File: src/rtl/rrp_pkg.sv
package rrp_pkg;

    typedef struct packed {
        logic       vld;
        logic [2:0] idx;
    } hall_pos_t;

    function automatic hall_pos_t hall_to_pos(input logic [2:0] code);
        hall_pos_t p;
        p.vld = 1'b1;
        case (code)
            3'b101:  p.idx = 3'd0;
            3'b100:  p.idx = 3'd1;
            3'b110:  p.idx = 3'd2;
            3'b010:  p.idx = 3'd3;
            3'b011:  p.idx = 3'd4;
            3'b001:  p.idx = 3'd5;
            default: begin
                p.idx = 3'd0;
                p.vld = 1'b0;
            end
        endcase
        return p;
    endfunction

endpackage

File: src/rtl/rrp_hall_judge.sv
module rrp_hall_judge
    import rrp_pkg::*;
(
    input  logic       clk,
    input  logic       rst_n,
    input  logic [2:0] hall_i,
    input  logic       dir_i,
    output logic       fwd_o,
    output logic       back_o
);
    hall_pos_t cur;
    hall_pos_t last_q, last_d;
    logic [2:0] up_idx, dn_idx;
    logic       moved;

    always_comb begin
        cur    = hall_to_pos(hall_i);
        up_idx = (last_q.idx == 3'd5) ? 3'd0 : last_q.idx + 3'd1;
        dn_idx = (last_q.idx == 3'd0) ? 3'd5 : last_q.idx - 3'd1;
        moved  = cur.vld && last_q.vld && (cur.idx != last_q.idx);
        if (dir_i) begin
            fwd_o  = moved && (cur.idx == dn_idx);
            back_o = moved && (cur.idx == up_idx);
        end else begin
            fwd_o  = moved && (cur.idx == up_idx);
            back_o = moved && (cur.idx == dn_idx);
        end
        last_d = cur.vld ? cur : last_q;
    end

    always_ff @(posedge clk or negedge rst_n) begin
        if (!rst_n) last_q <= '0;
        else        last_q <= last_d;
    end

    AST_FWD_BACK_EXCL: assert property (@(posedge clk) disable iff (!rst_n)
        !(fwd_o && back_o));

    AST_INVALID_HOLD: assert property (@(posedge clk) disable iff (!rst_n)
        !cur.vld |=> $stable(last_q));

endmodule

File: src/rtl/rrp_clear_ctl.sv
module rrp_clear_ctl #(
    parameter int STOP_CYCLES = 5,
    parameter int ZERO_TICKS  = 4
) (
    input  logic clk,
    input  logic rst_n,
    input  logic stop_i,
    input  logic zero_i,
    input  logic tick_i,
    output logic clr_o
);
    localparam int SW = $clog2(STOP_CYCLES + 1);
    localparam int ZW = $clog2(ZERO_TICKS + 1);

    typedef struct packed {
        logic [SW-1:0] stop_cnt;
        logic [ZW-1:0] zero_cnt;
    } clr_st_t;

    clr_st_t st_q, st_d;
    logic stop_hit, zero_sat, zero_hit;

    always_comb begin
        st_d     = st_q;
        stop_hit = stop_i && (st_q.stop_cnt == SW'(STOP_CYCLES - 1));
        zero_sat = (st_q.zero_cnt == ZW'(ZERO_TICKS - 1));
        zero_hit = zero_i && tick_i && zero_sat;
        if (!stop_i)       st_d.stop_cnt = '0;
        else if (!stop_hit) st_d.stop_cnt = st_q.stop_cnt + 1'b1;
        if (!zero_i)                  st_d.zero_cnt = '0;
        else if (tick_i && !zero_sat) st_d.zero_cnt = st_q.zero_cnt + 1'b1;
        clr_o = stop_hit || zero_hit;
    end

    always_ff @(posedge clk or negedge rst_n) begin
        if (!rst_n) st_q <= '0;
        else        st_q <= st_d;
    end

    AST_NO_CLR_IDLE: assert property (@(posedge clk) disable iff (!rst_n)
        (!stop_i && !zero_i) |-> !clr_o);

endmodule

File: src/rtl/rrp_rev_timer.sv
module rrp_rev_timer #(
    parameter int BACK_LIMIT = 3,
    parameter int LOCK_TICKS = 8
) (
    input  logic clk,
    input  logic rst_n,
    input  logic clr_i,
    input  logic fwd_i,
    input  logic back_i,
    input  logic drive_i,
    input  logic tick_i,
    output logic rev_o,
    output logic latch_o
);
    localparam int BW = $clog2(BACK_LIMIT + 1);
    localparam int TW = $clog2(LOCK_TICKS + 1);

    typedef struct packed {
        logic [BW-1:0] back;
        logic [TW-1:0] timer;
        logic          kill;
    } rt_st_t;

    rt_st_t st_q, st_d;
    logic   reversing;

    always_comb begin
        st_d      = st_q;
        reversing = (st_q.back == BW'(BACK_LIMIT));
        if (clr_i) begin
            st_d = '0;
        end else if (fwd_i) begin
            st_d.back  = '0;
            st_d.timer = '0;
        end else begin
            if (back_i && !reversing) st_d.back = st_q.back + 1'b1;
            if (reversing && drive_i) begin
                if (tick_i) begin
                    if (st_q.timer == TW'(LOCK_TICKS - 1)) begin
                        st_d.kill  = 1'b1;
                        st_d.timer = '0;
                    end else begin
                        st_d.timer = st_q.timer + 1'b1;
                    end
                end
            end else begin
                st_d.timer = '0;
            end
        end
        rev_o   = reversing;
        latch_o = st_q.kill;
    end

    always_ff @(posedge clk or negedge rst_n) begin
        if (!rst_n) st_q <= '0;
        else        st_q <= st_d;
    end

    AST_FWD_CLEARS_COUNT: assert property (@(posedge clk) disable iff (!rst_n)
        fwd_i |=> (st_q.back == '0));

    AST_LATCH_NEEDS_REV: assert property (@(posedge clk) disable iff (!rst_n)
        $rose(st_q.kill) |-> ($past(reversing) && $past(drive_i)));

    AST_CLR_DROPS_LATCH: assert property (@(posedge clk) disable iff (!rst_n)
        clr_i |=> !st_q.kill);

endmodule

File: src/rtl/reverse_guard.sv
module reverse_guard #(
    parameter int BACK_LIMIT  = 3,
    parameter int LOCK_TICKS  = 8,
    parameter int ZERO_TICKS  = 4,
    parameter int STOP_CYCLES = 5
) (
    input  logic       clk,
    input  logic       rst_n,
    input  logic [2:0] hall_i,
    input  logic       dir_i,
    input  logic       prot_sel_n,
    input  logic       drive_on_i,
    input  logic       zero_duty_i,
    input  logic       stop_i,
    input  logic       tick_i,
    output logic       rev_o,
    output logic       kill_o
);
    logic fwd_step, back_step;
    logic clr_evt, clr_all;
    logic reversing, latched;

    rrp_hall_judge u_judge (
        .clk    (clk),
        .rst_n  (rst_n),
        .hall_i (hall_i),
        .dir_i  (dir_i),
        .fwd_o  (fwd_step),
        .back_o (back_step)
    );

    rrp_clear_ctl #(
        .STOP_CYCLES (STOP_CYCLES),
        .ZERO_TICKS  (ZERO_TICKS)
    ) u_clear (
        .clk    (clk),
        .rst_n  (rst_n),
        .stop_i (stop_i),
        .zero_i (zero_duty_i),
        .tick_i (tick_i),
        .clr_o  (clr_evt)
    );

    assign clr_all = clr_evt || prot_sel_n;

    rrp_rev_timer #(
        .BACK_LIMIT (BACK_LIMIT),
        .LOCK_TICKS (LOCK_TICKS)
    ) u_timer (
        .clk     (clk),
        .rst_n   (rst_n),
        .clr_i   (clr_all),
        .fwd_i   (fwd_step),
        .back_i  (back_step),
        .drive_i (drive_on_i),
        .tick_i  (tick_i),
        .rev_o   (reversing),
        .latch_o (latched)
    );

    always_comb begin
        rev_o  = !prot_sel_n && reversing;
        kill_o = !prot_sel_n && (latched || zero_duty_i);
    end

    AST_DISABLED_QUIET: assert property (@(posedge clk) disable iff (!rst_n)
        prot_sel_n |=> (!latched && !reversing));

endmodule

File: config.mk
export PLATFORM = sky130hd
export DESIGN_NAME = reverse_guard
export DESIGN_NICKNAME = d
export VERILOG_FILES = /design/src/rtl/rrp_pkg.sv /design/src/rtl/rrp_hall_judge.sv /design/src/rtl/rrp_clear_ctl.sv /design/src/rtl/rrp_rev_timer.sv /design/src/rtl/reverse_guard.sv
export SDC_FILE = /design/constraint.sdc
export NUM_CORES = 1
export LEC_CHECK = 0
export BUFFER_PORTS_ARGS = -buffer_cell sky130_fd_sc_hd__clkbuf_2
export CORE_MARGIN = 2
export CORE_UTILIZATION = 25
export DETAILED_ROUTE_END_ITERATION = 10
export HOLD_SLACK_MARGIN = 0.12
export PLACE_DENSITY = 0.48
export SLEW_MARGIN = 20
export SYNTH_ARGS = -nofsm -noshare
export SYNTH_HDL_FRONTEND = slang
export SYNTH_SLANG_ARGS = --single-unit
File: constraint.sdc
create_clock -name clk -period 2.3 [get_ports clk]
set_clock_uncertainty 0.15 [all_clocks]
set_input_delay 0.115 -clock clk [delete_from_list [all_inputs] [get_ports clk]]
set_output_delay 0.115 -clock clk [all_outputs]
set_load 0.05 [all_outputs]
; After elaboration in Yosys (flattened, before gate mapping)
; Index checks and enable logic that the tools add are counted.
[totals]
out_inout_bits = 2
register_bits = 17
inputBits = 11
[classes]
eq_ne = 18
add_sub_neg = 6
n_mux = 19
reduce_logical = 25
[ops]
columns = op, n
row1 = 2-to-1 mux 3 bit, 6
row2 = equality test 3 bit (second input constant), 5
row3 = case mux 3 bit (5 select lines), 1
row4 = logical AND 1 bit, 12
row5 = adder 3 x 1 -> 3 bit (second input constant), 3
row6 = equality test 3 x 2 -> 1 bit (second input constant), 3
row7 = 2-to-1 mux 4 bit, 2
row8 = 2-to-1 mux 7 bit, 1
row9 = equality test 3 bit, 2
row10 = 2-to-1 mux 1 bit, 6
row11 = 2-to-1 mux 6 bit, 1
row12 = nonzero test 2 bit, 3
row13 = OR reduction 6 bit, 1
row14 = 2-to-1 mux 5 bit, 1
row15 = adder 4 x 1 -> 4 bit (second input constant), 1
row16 = equality test 4 x 3 -> 1 bit (second input constant), 1
row17 = != test 2 x 1 -> 1 bit (second input constant), 2
row18 = != test 4 bit (second input constant), 1
row19 = AND reduction 4 bit, 1
row20 = equality test 3 x 1 -> 1 bit (second input constant), 1
row21 = logical NOT 1 bit, 3
row22 = logical NOT 3 bit, 1
row23 = logical OR 1 bit, 3
row24 = != test 3 bit, 1
row25 = other kinds (6), 6

; Depth between registers and ports, before layout
; Gate-level depths: netlist of run 1.
[depth]
ltp_word = 11
ltp_mapped = 7
ltp_nobuf = 6

; Cells and area by module
; A second synthesis of run 1 with hierarchy kept.
[unflattened]
hier_cells = 121
hier_area_um2 = 1131.1
[modules_own_cells]
columns = module, instances, area_per_inst_um2, cells_per_inst, seq_area_each_um2
row1 = rrp_hall_judge, 1, 411.6, 53, 100.1
row2 = rrp_rev_timer, 1, 347.8, 32, 175.2
row3 = rrp_clear_ctl, 1, 346.6, 33, 150.1
row4 = reverse_guard, 1, 25.0, 3, 0.0

; Worst setup path after synthesis of run 1
; No wires, ideal clock.
[synth_path]
path_type = register -> register
startpoint = register u_judge.last_q[0] (netlist name)
endpoint = register u_timer.st_q[6] (netlist name)
required_time_ns = 2.018
n_path_buf = 1
arrival_time_ns = 1.686
path_stages_with_launch = 8
setup_time_ns = 0.132
setup_slack_ns = 0.332
cell_sequence = dfrtp_1 -> buf_6 -> or3_4 -> a22o_1 -> and4b_4 -> a211oi_4 -> mux2i_1 -> nor2_1
[synth_via]
elab_chain_cells = 7
[synth_lines]
columns = element, line_no
row1 = "start, declared", rrp_hall_judge.sv:12  ; hall_pos_t last_q, last_d;
row2 = "start signal, assigned", rrp_hall_judge.sv:33  ; else last_q <= last_d;
row3 = "adder 3 x 1 -> 3 bit, or another cell as far along", rrp_hall_judge.sv:18  ; up_idx = (last_q.idx == 3'd5) ? 3'd0 : last_q.idx + 3'd1;
row4 = "2-to-1 mux 3 bit, on equally long branches", "rrp_hall_judge.sv:18, rrp_hall_judge.sv:19"
row5 = "equality test 3 bit, on equally long branches", --
row6 = "logical AND 1 bit, on equally long branches", --
row7 = 2-to-1 mux 1 bit, rrp_hall_judge.sv:21  ; if (dir_i) begin
row8 = 2-to-1 mux 6 bit / logical AND 1 bit (equally long branches), "rrp_rev_timer.sv:32, rrp_rev_timer.sv:36"
row9 = 2-to-1 mux 7 bit / nonzero test 3 bit (equally long branches), --
row10 = "end signal, assigned", rrp_rev_timer.sv:56  ; else st_q <= st_d;
row11 = "end, declared", rrp_rev_timer.sv:24  ; rt_st_t st_q, st_d;
; Parallel ways exist; a longest one is shown, timed or not.
; A chain may end at the register's enable or synchronous reset.

; Worst setup path after layout of run 1
[layout_path]
startpoint = input port hall_i[2]
endpoint = register u_timer.st_q, in the netlist u_timer.latch_o
[layout_via]
elab_chain_cells = 9
[layout_lines]
columns = element, line_no
row1 = "start, declared", reverse_guard.sv:9  ; input logic [2:0] hall_i,
row2 = branches (longest 6 deep; another with case mux 3 bit (5 select lines)), --
row3 = 2-to-1 mux 1 bit (*), rrp_hall_judge.sv:21
row4 = != test 2 x 1 -> 1 bit (no line) (*), --
row5 = AND reduction 4 bit (no line) (*), --
; Every way passes the cells marked *.

==> flow_summary.yaml, run 1 <==
status:
  run_status: "finished, final reports clean"
worst_hold_path:
  hp-class: "in -> reg"
floorplanning:
  start_util_pct: 26.2
  coreArea_mm2: 0.00438
  die-area_mm2: 0.00516
  row_count: 24
  die_w_um: 71.8
  pin_count: 13
  die_y_um: 71.8
drt:
  wirelength_um: 2160
  wl_per_cell_um: 11.4
  drcViolationCount: 0
  via_per_inst: 4.81
  vias: 910
  ant_nets: 0
  first_pass_iters: 4
  drtIter0Drc: 25
cts:
  htreeDepth: 1
  cts.sinks: 17
  numCtsBuffers: 3
  clkTransAtPathRegs_ps: 70
  cts_buffer_depth: 2
  cts_root_buffer: "clkbuf_8"
  insertion_delay_ps: 250
  cts_tree: "built"
  post_cts_buffers: 0
synthesis:
  ys_warn_count: 0
  synth_flop_cell: "dfrtp_1"
  synth_area_mm2: 0.00115
  ys_types: 44
  avgSynthCellArea_um2: 9.58
  synthArstFlopShare_pct: 100
  syn_nets: 137
  seq_area_frac_synth_pct: 37.0
  synth-seq-cells: 17
  synthCells: 120
  synth_edf_count: 0
global_routing:
  grt_pass1_vias: 871
  antenna_found_initial: 0
  gr-total-overflow: 0
  grt_first_pass_wirelength_um: 3900
  grt_max_degree: 18
  grt_usage_pct: 9.57
finish:
  postLayoutCellArea_mm2: 0.00136
  nFillCells: 464
  antenna_cells: 0
  area_delta_synth_final_pct: 18.3
  final_common_cell: "dfrtp_1"
  mostFrequentLayoutCells: "dfrtp_1, clkbuf_2, nor2_1, nand2_1, dlygate4sd3_1"
  layout-drive-gt1-share_pct: 18.2
  final_nets: 155
pwr:
  p_leak_nw: 0.601
  irDropWorstVdd_v: 0.000204
  p_per_area_mw_per_mm2: 541
place:
  dpl.hpwl_um: 1640
  placement.io_buffers: 12
  place_area_mm2: 0.00123
  place_ws_ps: 203
  gp_congestion: 0.753
sta:
  hold_viol: 0
  slew_headroom_pct: 69.8
  period_needed_ps: 2130
  tns_ps: 0
  finalSetupViolCount: 0
  worst_pin_slew_ps: 453
  rsz0062_at_grt: "no"
  max_freq_mhz: 469
  fin_ws_ps: 168
  fin_crit_sh_pct: 92.7
  finalMaxSlewViolations: 0
setup_path:
  critPathRequiredTime_ps: 2280
  crit_type: "in -> reg"
  start_kind: "primary input"
  end_kind: "flop"
  cp.arrival_ps: 2110
  path_max_fanout: 13
flow_run:
  drv_cap: 0
worst max-delay path, stage by stage:
cell and delay (ps):
dlygate4sd3_1 520, clkbuf_2 260, xor2_1 190, a2bb2oi_1 80, o22a_1 250, and3b_1 210, o31ai_4 370, o21ai_1 120
kinds of logic (layout without fill, tap and decap cells):
kind of cell,count (synthesis),in the layout,share of synthesized area [%]
compound gates,23,23,16.1
xor+xnor,8,8,6.09
fa+ha+maj,6,6,6.53
buf+inv,12,29,6.09
flops,17,17,37.0
mux,4,4,3.48
simple gates,50,50,24.7
power by group:
group	internal, mW	leakage (nW)	switching, mW	total, mW
Clock	0.120	0.0255	0.103	0.223
Sequential	0.318	0.221	0.0215	0.340
Combinational	0.0816	0.354	0.0907	0.172
Total	0.520	0.601	0.216	0.735
worst paths after layout:
check	from	slack, ps	to	depth (start not counted)
min reg2reg	u_timer.latch_o$_DFFE_PN0P_	350	u_timer.latch_o$_DFFE_PN0P_	2
max in group asynchronous	rst_n	1490	u_judge.last_q[0]$_DFFE_PN0N_	2
min	tick_i	120	u_timer.st_q[1]$_DFFE_PN0P_	3
min in group asynchronous	rst_n	190	u_clear.st_q[0]$_DFFE_PN0P_	2
max	hall_i[2]	170	u_timer.latch_o$_DFFE_PN0P_	8
max reg2reg	u_judge.last_q[0]$_DFFE_PN0N_	210	u_timer.latch_o$_DFFE_PN0P_	5
metrics by stage:
stage / power, mW / cells / util, % / hold slack (ps)
after floorplan: 0.475 / 120 / - / -331
after global placement: 0.501 / 178 / 28.0 / -70.2
after detailed placement: 0.508 / 178 / 28.0 / -69.6
after CTS: 0.749 / 190 / 30.9 / 122
after global routing: 0.792 / 189 / 31.0 / 148
final: 0.735 / 189 / 31.0 / 122
state kept, by name, summed over array words and instances (netlist names):
name,cells
u_timer.st_q,6
u_judge.last_q,4
u_clear.st_q,6
u_timer.latch_o,1
layout make-up:
| class | instances | area [µm²] | area share [%] |
|---|---|---|---|
| clock inverter | 1 | 5.00 | 0.368 |
| sequential | 17 | 425 | 31.3 |
| tap | 52 | 65.1 | 4.78 |
| multi-input combinational | 91 | 663 | 48.8 |
| clock buffer | 3 | 41.3 | 3.04 |
| timing repair buffer | 19 | 138 | 10.1 |
| inverter | 6 | 22.5 | 1.66 |
per-layer routing:
metal	vias to the layer above	wire [µm]	global-route usage [%]	part of all wire (%)
met3	2	118	2.81	5.5
met2	18	1020	15.1	47
li1	455	-	-	-
met4	0	22	3.77	1.0
met1	435	1010	12.3	46
met5	-	0	0	0
synthesized netlist by cell type, types with 2 or more instances:
| cell | count | area (µm²) |
|---|---|---|
| dfrtp_1 | 17 | 425 |
| nand2_1 | 10 | 37.5 |
| nor2_1 | 10 | 37.5 |
| ha_1 | 6 | 75.1 |
| inv_1 | 6 | 22.5 |
| nand3_1 | 5 | 25.0 |
| mux2i_1 | 4 | 40.0 |
| nor3_1 | 4 | 20.0 |
| o21ai_0 | 4 | 20.0 |
| xnor2_1 | 4 | 35.0 |
| xor2_1 | 4 | 35.0 |
| a21oi_1 | 3 | 15.0 |
| a31oi_1 | 3 | 18.8 |
| buf_6 | 3 | 33.8 |
| nor2b_1 | 3 | 18.8 |
| and2_1 | 2 | 12.5 |
| and3b_1 | 2 | 17.5 |
| buf_2 | 2 | 10.0 |
| nand2b_1 | 2 | 12.5 |
| nand4_1 | 2 | 12.5 |
what timing repair did:
action,CTS,global route
gates resized for setup,0,3
hold buffers,8,0
hold endpoints to repair,30,0
setup endpoints to repair,0,3
No activity file was read; power rests on OpenSTA's default activity.
==> run 2, diff against run 1 <==
--- a/config.mk
+++ b/config.mk
@@ -10,7 +10,7 @@
 export CORE_UTILIZATION = 25
 export DETAILED_ROUTE_END_ITERATION = 10
 export HOLD_SLACK_MARGIN = 0.12
-export PLACE_DENSITY = 0.48
+export PLACE_DENSITY = 0.45
 export SLEW_MARGIN = 20
 export SYNTH_ARGS = -nofsm -noshare
 export SYNTH_HDL_FRONTEND = slang
==> constraint.sdc (replaced) <==
create_clock -name clk -period 2.7 [get_ports clk]
set_clock_uncertainty 0.15 [all_clocks]
set_input_delay 0.135 -clock clk [delete_from_list [all_inputs] [get_ports clk]]
set_output_delay 0.135 -clock clk [all_outputs]
set_load 0.05 [all_outputs]
==> run 2 against run 1 <==
Against the previous run: global-route usage fell by 0.11 points; first-iteration DRC count did not move; combinational power fell by 16%; final cell count fell by 0.53%; worst hold slack improved by 4.8 ps; critical path type unchanged; largest cell class unchanged; largest power group unchanged; highest routed layer unchanged.
==> flow_summary.yaml, run 2 (synthesis gave the netlist of run 1 again) <==
place:
  gp_congestion: 0.712
  placement.io_buffers: 12
  dpl.hpwl_um: 1720
  dp_cells: 178
finish:
  layout-drive-gt1-share_pct: 17.6
  antenna_cells: 0
  final_common_cell: "dfrtp_1"
  reg_top3: "u_clear.st_q (6), u_timer.st_q (6), u_judge.last_q (4)"
  final_nets: 154
  final-instance-count-excl-fill: 188
  mostFrequentLayoutCells: "dfrtp_1, clkbuf_2, nor2_1, nand2_1"
  area_delta_synth_final_pct: 16.2
cts:
  htreeDepth: 1
  insertion_delay_ps: 250
  cts_tree: "built"
  cts.sinks: 17
  cts_buffer_depth: 2
  clkTransAtPathRegs_ps: 70
  numCtsBuffers: 3
  cts_root_buffer: "clkbuf_8"
global_routing:
  gr-total-overflow: 0
  antenna_found_initial: 0
  grt_pass1_vias: 860
  grt_first_pass_wirelength_um: 3820
  grt_max_degree: 18
  grt_usage_pct: 9.45
drt:
  ant_nets: 0
  wl_per_cell_um: 12.0
  drtIter0Drc: 25
  drcViolationCount: 0
  via_per_inst: 4.77
  wirelength_um: 2260
  first_pass_iters: 4
  vias: 897
pwr:
  p_per_area_mw_per_mm2: 474
  p_sw_share_pct: 30.4
  irDropWorstVdd_v: 0.000133
  p_sw_uw: 193
  p_comb_share_pct: 22.8
  p_int_uw: 441
  p_seq_share_pct: 45.7
  p_clk_share_pct: 31.5
  p_leak_nw: 0.582
floorplanning:
  row_count: 24
  coreArea_mm2: 0.00438
  pin_count: 13
  die-area_mm2: 0.00516
  die_w_um: 71.8
  start_util_pct: 26.2
  die_y_um: 71.8
sta:
  worst_pin_slew_ps: 448
  max_freq_mhz: 445
  slew_headroom_pct: 70.1
  tns_ps: 0
  period_needed_ps: 2250
  fin_crit_sh_pct: 83.3
  finalMaxSlewViolations: 0
  finalSetupViolCount: 0
  rsz0062_at_grt: "no"
  hold_viol: 0
setup_path:
  end_kind: "flop"
  path_max_fanout: 11
  critical_path_buf_inv_count: 2
  cp_top_family: "compound AO/OA/AOI/OAI gates"
  slowest_delay_ps: 530
  critPathRequiredTime_ps: 2670
  cp.arrival_ps: 2220
  slowest_stage: "dlygate4sd3_1"
  cp_cell_sequence: "dlygate4sd3_1 > clkbuf_2 > or2_1 > a2bb2oi_1 > o22a_1 > and3b_1 > o31ai_4 > nor3_1"
  start_kind: "primary input"
  crit_type: "in -> reg"
flow_run:
  drv_cap: 0
worst_hold_path:
  hp-class: "in -> reg"
status:
  run_status: "finished, final reports clean"
## run 2: path summary, 6_finish.rpt
check                                                   start  slack, ps  depth (start not counted)                            end
worst max-delay path                                hall_i[1]        450                          8    u_timer.st_q[3]$_DFFE_PN0P_
worst min-delay path                                hall_i[2]        130                          2  u_judge.last_q[0]$_DFFE_PN0N_
worst max register to register  u_judge.last_q[0]$_DFFE_PN0N_        590                          6    u_timer.st_q[6]$_DFFE_PN0P_
worst min register to register    u_timer.latch_o$_DFFE_PN0P_        350                          2    u_timer.latch_o$_DFFE_PN0P_
max in group asynchronous                               rst_n       1890                          2  u_judge.last_q[0]$_DFFE_PN0N_
min in group asynchronous                               rst_n        200                          2    u_clear.st_q[0]$_DFFE_PN0P_
## run 2: final cells by class
class | count | area, µm²
fill | 460 | 3050
clock inverter | 1 | 7.51
multi-input combinational | 91 | 654
timing repair buffer | 18 | 120
clock buffer | 3 | 41.3
inverter | 6 | 22.5
tap | 52 | 65.1
sequential | 17 | 425
## run 2: per-stage QoR
step	util [%]	worst slack [ps]	cell area (µm²)	hold slack [ps]	power (mW)
after floorplan	-	732	1150	-311	0.405
after global placement	28.0	650	1230	-48.0	0.428
after detailed placement	28.0	606	1230	-46.5	0.435
after CTS	30.5	445	1340	125	0.646
after global routing	30.5	361	1340	155	0.680
final	30.5	451	1340	127	0.634
## run 2: timing repair
item,in CTS,in global routing
hold buffers,6,0
endpoints found under the hold margin,29,0
buffers inserted,0,0
gates resized for setup,0,0
## run 2: power by group through the flow
stage / Combinational [mW] / Clock [mW] / Sequential [mW]
6_report: 0.145 / 0.199 / 0.290
5_1_grt: 0.165 / 0.222 / 0.293
4_1_cts: 0.146 / 0.210 / 0.290
3_5_place_dp: 0.140 / 0 / 0.295
3_3_place_gp: 0.134 / 0 / 0.293
2_1_floorplan: 0.119 / 0 / 0.286
## run 2: layer usage
layer	share of wire [%]	wire length, µm	track usage [%]	vias up
met5	0	0	0	-
met4	0.80	18	3.77	0
met3	4.1	92	2.53	2
met2	47	1070	15.8	17
met1	48	1080	11.5	424
li1	-	-	-	454
